`config.mk`:
```
export PLATFORM = sky130hd
export DESIGN_NAME = turbo_encoder
export DESIGN_NICKNAME = d
export VERILOG_FILES = /design/src/rtl/turbo_enc_pkg.sv /design/src/rtl/turbo_rsc_encoder.sv /design/src/rtl/turbo_tail_packer.sv /design/src/rtl/turbo_encoder.sv
export SDC_FILE = /design/constraint.sdc
export NUM_CORES = 1
export LEC_CHECK = 0
export BUFFER_PORTS_ARGS = -buffer_cell sky130_fd_sc_hd__buf_2
export CAP_MARGIN = 20
export CORE_MARGIN = 1
export CORE_UTILIZATION = 53
export CTS_CLUSTER_DIAMETER = 50
export DETAILED_ROUTE_END_ITERATION = 6
export GPL_TIMING_DRIVEN = 1
export PLACE_DENSITY = 0.81
export RECOVER_POWER = 25
export SETUP_SLACK_MARGIN = 0.05
export SYNTH_ARGS = -nofsm -noshare
export SYNTH_HDL_FRONTEND = slang
export SYNTH_SLANG_ARGS = --single-unit
```
`constraint.sdc`:
```
create_clock -name clk -period 2.14 [get_ports clk]
set_clock_uncertainty 0.2 [all_clocks]
set_input_delay 0.107 -clock clk [delete_from_list [all_inputs] [get_ports clk]]
set_output_delay 0.107 -clock clk [all_outputs]
set_load 0.01 [all_outputs]
```
`src/rtl/turbo_enc_pkg.sv`:
```
package turbo_enc_pkg;

    localparam int SYM_W      = 3;
    localparam int REG_W      = 3;
    localparam int TAIL_STEPS = 3;
    localparam int TAIL_WORDS = 4;

    typedef enum logic [2:0] {
        ST_IDLE,
        ST_DATA,
        ST_TAIL0,
        ST_TAIL1,
        ST_TAIL2,
        ST_TAIL3
    } enc_state_e;

    // termination bits of one encoder, index = tail step
    typedef struct packed {
        logic [TAIL_STEPS-1:0] x;
        logic [TAIL_STEPS-1:0] z;
    } tail_t;

    // s[0] newest feedback value, s[2] oldest
    function automatic tail_t flush_bits(input logic [REG_W-1:0] s_in);
        tail_t               t;
        logic [REG_W-1:0]    s;
        s = s_in;
        for (int i = 0; i < TAIL_STEPS; i++) begin
            t.x[i] = s[1] ^ s[2];          // input cancels the feedback
            t.z[i] = s[0] ^ s[2];          // feedback term is zero here
            s      = {s[1], s[0], 1'b0};
        end
        return t;
    endfunction

endpackage

```
`src/rtl/turbo_rsc_encoder.sv`:
```
module turbo_rsc_encoder
    import turbo_enc_pkg::*;
(
    input  logic             clk,
    input  logic             rst_n,
    input  logic             en,
    input  logic             restart,
    input  logic             u,
    output logic             z,
    output logic [REG_W-1:0] st
);

    logic [REG_W-1:0] cur;
    logic             fb;

    always_comb begin
        cur = restart ? '0 : st;
        fb  = u ^ cur[1] ^ cur[2];
        z   = fb ^ cur[0] ^ cur[2];
    end

    always_ff @(posedge clk or negedge rst_n) begin
        if (!rst_n)
            st <= '0;
        else if (en)
            st <= {cur[1], cur[0], fb};
    end

endmodule

```
`src/rtl/turbo_tail_packer.sv`:
```
module turbo_tail_packer
    import turbo_enc_pkg::*;
(
    input  tail_t            tail_a,
    input  tail_t            tail_b,
    input  logic [1:0]       sel,
    output logic [SYM_W-1:0] word
);

    tail_t t;

    always_comb begin
        t = sel[1] ? tail_b : tail_a;
        if (sel[0])
            word = {t.z[2], t.x[2], t.z[1]};
        else
            word = {t.x[1], t.z[0], t.x[0]};
    end

endmodule

```
`src/rtl/turbo_encoder.sv`:
```
module turbo_encoder
    import turbo_enc_pkg::*;
#(
    parameter int SIZE_W = 13
) (
    input  logic              clk,
    input  logic              rst_n,
    input  logic              in_valid,
    output logic              in_ready,
    input  logic              in_sop,
    input  logic              in_eop,
    input  logic              in_sys,
    input  logic              in_ilv,
    input  logic [SIZE_W-1:0] in_size,
    output logic              out_valid,
    input  logic              out_ready,
    output logic              out_sop,
    output logic              out_eop,
    output logic [SYM_W-1:0]  out_data,
    output logic [SIZE_W-1:0] out_size
);

    localparam int N_ENC = 2;

    enc_state_e       state, state_nx;
    logic             slot_free;
    logic             accept;
    logic             take_first;
    logic             enc_en;
    logic             in_tail;
    logic [1:0]       tail_sel;
    logic [SYM_W-1:0] tail_word;
    logic [N_ENC-1:0] enc_u;
    logic [N_ENC-1:0] enc_z;
    logic [REG_W-1:0] enc_st [N_ENC];
    tail_t            enc_tail [N_ENC];

    assign slot_free  = !out_valid || out_ready;
    assign in_ready   = slot_free && (state == ST_IDLE || state == ST_DATA);
    assign accept     = in_valid && in_ready;
    assign take_first = accept && (state == ST_IDLE) && in_sop;
    assign enc_en     = take_first || (accept && state == ST_DATA);
    assign enc_u      = {in_ilv, in_sys};

    generate
        for (genvar e = 0; e < N_ENC; e++) begin : g_enc
            turbo_rsc_encoder u_rsc (
                .clk     (clk),
                .rst_n   (rst_n),
                .en      (enc_en),
                .restart (take_first),
                .u       (enc_u[e]),
                .z       (enc_z[e]),
                .st      (enc_st[e])
            );
            assign enc_tail[e] = flush_bits(enc_st[e]);
        end
    endgenerate

    turbo_tail_packer u_pack (
        .tail_a (enc_tail[0]),
        .tail_b (enc_tail[1]),
        .sel    (tail_sel),
        .word   (tail_word)
    );

    // next state and tail word selection
    always_comb begin
        state_nx = state;
        in_tail  = 1'b0;
        tail_sel = 2'd0;
        unique case (state)
            ST_IDLE: begin
                if (take_first)
                    state_nx = in_eop ? ST_TAIL0 : ST_DATA;
            end
            ST_DATA: begin
                if (accept && in_eop)
                    state_nx = ST_TAIL0;
            end
            ST_TAIL0: begin
                in_tail  = 1'b1;
                tail_sel = 2'd0;
                if (slot_free) state_nx = ST_TAIL1;
            end
            ST_TAIL1: begin
                in_tail  = 1'b1;
                tail_sel = 2'd1;
                if (slot_free) state_nx = ST_TAIL2;
            end
            ST_TAIL2: begin
                in_tail  = 1'b1;
                tail_sel = 2'd2;
                if (slot_free) state_nx = ST_TAIL3;
            end
            ST_TAIL3: begin
                in_tail  = 1'b1;
                tail_sel = 2'd3;
                if (slot_free) state_nx = ST_IDLE;
            end
            default: state_nx = ST_IDLE;
        endcase
    end

    // state register
    always_ff @(posedge clk or negedge rst_n) begin
        if (!rst_n)
            state <= ST_IDLE;
        else
            state <= state_nx;
    end

    // output register
    always_ff @(posedge clk or negedge rst_n) begin
        if (!rst_n) begin
            out_valid <= 1'b0;
            out_sop   <= 1'b0;
            out_eop   <= 1'b0;
            out_data  <= '0;
            out_size  <= '0;
        end else if (slot_free) begin
            out_valid <= enc_en || in_tail;
            out_sop   <= take_first;
            out_eop   <= (state == ST_TAIL3);
            if (enc_en)
                out_data <= {enc_z[1], enc_z[0], in_sys};
            else if (in_tail)
                out_data <= tail_word;
            if (take_first)
                out_size <= in_size + SIZE_W'(TAIL_WORDS);
        end
    end

endmodule

```
### Word-level counts from Yosys, hierarchy flattened

Cells that the tools add are included.

* output and inout bits: 20
* register bits after elaboration: 28
* word-level logic and storage cells: 67
* input bits: 21

* $add $sub $neg: 1
* bitwise gates (word level): 14
* reductions and logical operators: 17
* equality and inequality tests: 11
* multiplexer cells: 16

Operators with widths (number)
* $mux 3: 11
* $pmux 3 s6: 1
* $xor 1x1->1: 14
* $add 13x3->13 const B: 1
* $ne 2x2->1 const B: 4
* $eq 3x2->1 const B: 2
* $eq 3x3->1 const B: 2
* $logic_and 1x1->1: 6
* $mux 6: 1
* $pmux 2 s3: 1
* $reduce_and 6->1: 1
* $logic_or 1x1->1: 4
* $ne 2x1->1 const B: 2
* $reduce_and 2->1: 2
* $reduce_or 4->1: 1
* $eq 3x1->1 const B: 1
* $logic_not 3->1: 1
* $mux 2: 1
* $reduce_bool 2->1: 1
* $logic_not 1->1: 1
* $mux 1: 1

### Longest topological paths before layout

* depth in word-level cells: 12
* depth in mapped cells: 7
* gate-level depth less buffers: 5

### Cells and area by module

A second synthesis with hierarchy kept.

* cell total of the unflattened synthesis: 155
* area total of the unflattened synthesis: 1611.5 um^2

By module, submodules not included
* turbo_encoder: times used 1, seq. area each 550.5 um^2, area an instance 1214.9 um^2, cells an instance 118
* turbo_rsc_encoder: times used 2, seq. area each 75.1 um^2, area an instance 158.9 um^2, cells an instance 17
* turbo_tail_packer: times used 1, seq. area each 0.0 um^2, area an instance 78.8 um^2, cells an instance 3

### Worst setup path after synthesis

Ideal clock, no wire load.

* path kind: register -> register
* start: reg out_valid
* end: reg out_data[1]
* path buffers: 1
* library setup time: 0.066 ns
* data arrival time: 1.355 ns
* setup slack: 0.519 ns
* cell stages (with the launch flop): 7
* clock period less this slack: 1.621 ns
* required time: 1.874 ns
* cell sequence: dfrtp_1 -> nor2b_1 -> clkbuf_1 -> a211o_1 -> a211oi_2 -> o211ai_1 -> nand2_1

* word-level cells in the longest chain between the ends: 12
* elaborated cells on any way between the ends: 16
* those cells by class: 2 x mux; 4 x bitwise; 10 x reduce/logical

RTL lines
* start: declaration: RTL line turbo_encoder.sv:15 `output logic out_valid,`
* start signal: assignment: RTL line turbo_encoder.sv:122 `out_valid <= enc_en || in_tail;`
* $logic_not 1->1 (*): RTL line turbo_encoder.sv:38 `assign slot_free = !out_valid || out_ready;`
* $logic_or 1x1->1 (*): RTL line turbo_encoder.sv:38
* $logic_and 1x1->1: RTL line turbo_encoder.sv:39 `assign in_ready = slot_free && (state == ST_IDLE || state == ST_DATA);`
* $logic_and 1x1->1: RTL line turbo_encoder.sv:40 `assign accept = in_valid && in_ready;`
* $logic_and 1x1->1 (2 in series): RTL line turbo_encoder.sv:41 `assign take_first = accept && (state == ST_IDLE) && in_sop;`
* $mux 3: RTL line turbo_rsc_encoder.sv:17 `cur = restart ? '0 : st;`
* $xor 1x1->1 (2 in series): RTL line turbo_rsc_encoder.sv:18 `fb = u ^ cur[1] ^ cur[2];`
* $xor 1x1->1 (2 in series): RTL line turbo_rsc_encoder.sv:19 `z = fb ^ cur[0] ^ cur[2];`
* $mux 3: RTL line turbo_encoder.sv:125 `if (enc_en)`
* end signal: assignment: RTL line turbo_encoder.sv:126 `out_data <= {enc_z[1], enc_z[0], in_sys};`
* end signal: assignment: RTL line turbo_encoder.sv:128 `out_data <= tail_word;`
* end: declaration: RTL line turbo_encoder.sv:19 `output logic [SYM_W-1:0] out_data,`

Mark *: on every way between the ends. The rest lies on a longest branch, timed or not.
A chain may end at the register's enable or synchronous reset.

### Worst setup path in the final report

* start: in in_size[5]
* end: reg out_size[12]

* word-level cells in the longest chain between the ends: 1

RTL lines
* start: declaration: RTL line turbo_encoder.sv:14 `input logic [SIZE_W-1:0] in_size,`
* $add 13x3->13: RTL line turbo_encoder.sv:130 `out_size <= in_size + SIZE_W'(TAIL_WORDS);`
* end signal: assignment: RTL line turbo_encoder.sv:130
* end: declaration: RTL line turbo_encoder.sv:20 `output logic [SIZE_W-1:0] out_size`

Every way passes these cells.

==> run summary <==
The flow ran to the end, and the final reports show no timing, DRC or antenna violations. The share of the yosys chip area belonging to registers was 40.37%. The synthesized design contains 28 register bits. Dividing the detail-routed wire length by the instance count gives 13.79 µm. Data on the critical path is required at its endpoint by 2.15 ns. The largest fanout on the critical path is 4, and the number of buffers created by CTS is 3.

For the post-synthesis instance area, the log shows 1735 µm². The maximum resistive drop on vdd was 0.0006587 V. The reported max-cap violation count was 0; the number of endpoints with negative hold slack in the final report was 0. CTS placed an instance of clkbuf_4 at the clock tree root. For this design, the sink count on the clock tree is 28. Overall track demand over capacity in global routing: 25.45%. Yosys printed 0 warnings. TritonCTS built the clock tree. The first global-routing pass estimated 6.665 mm of wire. The total overflow left after global routing is 0. The largest stage delay on the critical path came out at 0.57 ns. The element type at the critical path start is a primary input. The run gives 222 as the final-layout fill cell count. Detailed placement ended at an HPWL of 2.589 mm. The number of placed instances, taps included, is 277. The via count came out at 1619. The async set or reset register ratio after synthesis works out to 100.0%. The final count of pins violating max slew is 0. The cell seen most often among critical-path stages was dlygate4sd3_1.

41 I/O pins were placed. The power per standard cell area is 1201 nW/µm². At the worst endpoint, the arrival time is 2.08 ns. The clock passes through at most 2 buffers.

After clock tree synthesis, the clock-pin slew on the worst setup and hold paths is 0.16 ns. Wire length reported by the detailed router: 4.150 mm. The run gives 199 as the gate count of the mapped netlist.

The number of nets handed over by synthesis was 221. The detailed router finished its first iteration with 97 violations. Leaving out fill and tap cells, the most frequent cells in the layout are buf_2 (38), nand2_1 (34), dfrtp_1 (27). The worst hold-check path type was primary input to flop.

Static timing analysis puts the maximum clock frequency at 483.8 MHz. In this run the static leakage power is 1.026 nW. In this run the tool buffered the top-level ports with 40 buffer cells.

The mean number of vias per cell works out to 5.379. The core region is 3078 µm². The number of antenna violations at the first check in global routing is 0.

Cells with a size suffix above 1 make up 24.90% of the layout. Headroom to the max-slew limit came out at 59.29%. By area the synthesized netlist is led by dfrtp_1 (40%), nand2_1 (7.4%), xnor2_1 (6.6%). After layout, the minimum clock period comes to 2.067 ns. The run gives 0 as the count of antenna diodes in the layout. The logs give 0 for the post-route DRC violation count and 56.38% for the starting utilization of the core area. Yosys mapped a number of flops with a built-in enable equal to 0. Setup repair after global routing left no endpoint under its margin.

In this run the remaining antenna-violating nets after routing total 0. The slew at the pin with the worst max-slew slack was 0.6106 ns; the number of cells in the finished layout apart from fillers was 301. The first TritonRoute pass finished after 4 iterations. Area growth from synthesis to layout: 28.33%. In the finished design, the share of the clock period the worst path needs comes to 96.59%. The leading cell type in the layout, fill and taps excluded was buf_2. The area share of the largest cell type after synthesis came out at 40.37%. Largest area contributor in the netlist: dfrtp_1. The critical-path cell with the highest stage delay was dlygate4sd3_1.

The design draws 2.674 mW. The tools report the final-layout worst hold slack as 0.02729 ns. Row generation in the floorplan step produced 20 rows. The start-to-end type of the worst setup path was primary input to flop.

The synthesized area per cell is 8.721 µm². The congestion estimate from routability-driven global placement came to 0.8592. The run gives 0 ns as the accumulated negative setup slack. The distinct cell type count of the synthesized netlist is 42.

Entering global routing, the biggest net connects 29 pins. The chip width is 59.22 µm. The count of H-tree levels built during CTS came out at 1.

STA classifies the critical path endpoint as a flop. The setup slack of the most critical reg-to-reg path is 0.25 ns. The run gives 0.2662 ns as the worst slack after detailed placement.

For the die footprint, the log shows 3507 µm². Traced cell by cell, the critical path runs through dlygate4sd3_1 > buf_4 > and4_4 > nand4_1 > nor2_1 > xnor2_1 > dlygate4sd3_1 > o21ai_0. Across all setup checks in the final design, the least slack found is 0.07297 ns. The number of global-route vias before repair is 1474, and the number of setup violations in the final report is 0.

The top flip-flop cell by instance count after synthesis is dfrtp_1. Measured along the y axis, the die boundary spans 59.22 µm. The clock latency on the worst-skew pair is 0.34 ns, and the number of nets in the layout is 280.
==> layout make-up <==
type                    instances  area (µm²)  area share, %
clock buffers                   4       36.28          1.629
well taps                      44       55.05          2.472
multi-input cells             151       942.2          42.30
flip-flops and latches         28       701.9          31.52
inverters                       5       18.77         0.8427
repair buffers                 69       473.0          21.24
==> final timing paths <==
| check | depth (start not counted) | to | start |
|---|---|---|---|
| worst max-delay path | 8 | out_size[12] | in_size[5] |
| worst min-delay path | 5 | state[1] | in_eop |
| worst max register to register | 5 | out_data[1] | state[1] |
| worst min register to register | 2 | out_size[3] | out_size[3] |
| max in group asynchronous | 2 | state[0] | rst_n |
| min in group asynchronous | 2 | state[2] | rst_n |
==> repair_timing <==
action                     4_1_cts  5_1_grt
gates resized for setup          0        6
hold buffers                    20        0
setup buffers                    0        0
setup endpoints to repair        0        3
hold endpoints to repair        44        0
==> metrics by stage <==
stage	utilization [%]	cell area, µm²
2_1_floorplan	-	1735
4_1_cts	71.99	2216
3_5_place_dp	64.31	1979
5_1_grt	72.36	2227
6_report	72.36	2227
3_3_place_gp	64.31	1979
==> worst max-delay path: cells and delay by family <==
| kind | cells | cell delay [ns] |
|---|---|---|
| AND/OR/NAND/NOR | 3 | 0.50 |
| buffers and inverters | 3 | 1.28 |
| AO/OA/AOI/OAI | 1 | 0.08 |
| XOR/XNOR | 1 | 0.12 |
==> routing by layer <==
layer	share of wire [%]	track usage (%)	up-vias
met4	3.9	10.88	0
met1	44	33.80	737
met5	0	0	-
met2	46	39.65	64
met3	6.2	5.895	19
li1	-	-	799
==> flip-flops by register name, summed over array words and instances, names as in the netlist <==
| signal | count |
|---|---|
| state | 3 |
| out_size | 13 |
| out_sop | 1 |
| out_valid | 1 |
| out_data | 3 |
| g_enc.u_rsc.st | 6 |
| out_eop | 1 |
==> synth_stat cells (3+ instances only) <==
| cell type | number |
|---|---|
| o211ai_1 | 3 |
| xnor2_1 | 13 |
| buf_2 | 6 |
| inv_1 | 5 |
| a31oi_1 | 3 |
| mux2i_1 | 5 |
| xor2_1 | 7 |
| nor2_1 | 15 |
| dfrtp_1 | 28 |
| nand4_1 | 5 |
| o22ai_1 | 3 |
| a21oi_1 | 6 |
| nand2b_1 | 6 |
| nand3_1 | 5 |
| nand2_1 | 34 |
| nor2b_1 | 3 |
| clkbuf_1 | 6 |
| o21ai_0 | 16 |
==> power by group <==
group / internal (mW) / switching (mW)
logic: 0.675 / 0.710
registers: 0.764 / 0.263
clock network: 0.104 / 0.159
==> logic make-up (layout without fill, tap and decap cells) <==
| group | Yosys count | after routing | share of synthesized area (%) |
|---|---|---|---|
| multiplexers | 7 | 7 | 4.182 |
| AND/OR/NAND/NOR | 80 | 80 | 22.78 |
| adder cells (fa/ha/maj) | 1 | 1 | 0.7209 |
| flip-flops | 28 | 28 | 40.37 |
| XOR/XNOR | 21 | 21 | 11.03 |
| AO/OA/AOI/OAI | 42 | 42 | 15.29 |
| buffers and inverters | 20 | 78 | 5.623 |
Note: power is estimated with default switching activity, not from simulation.
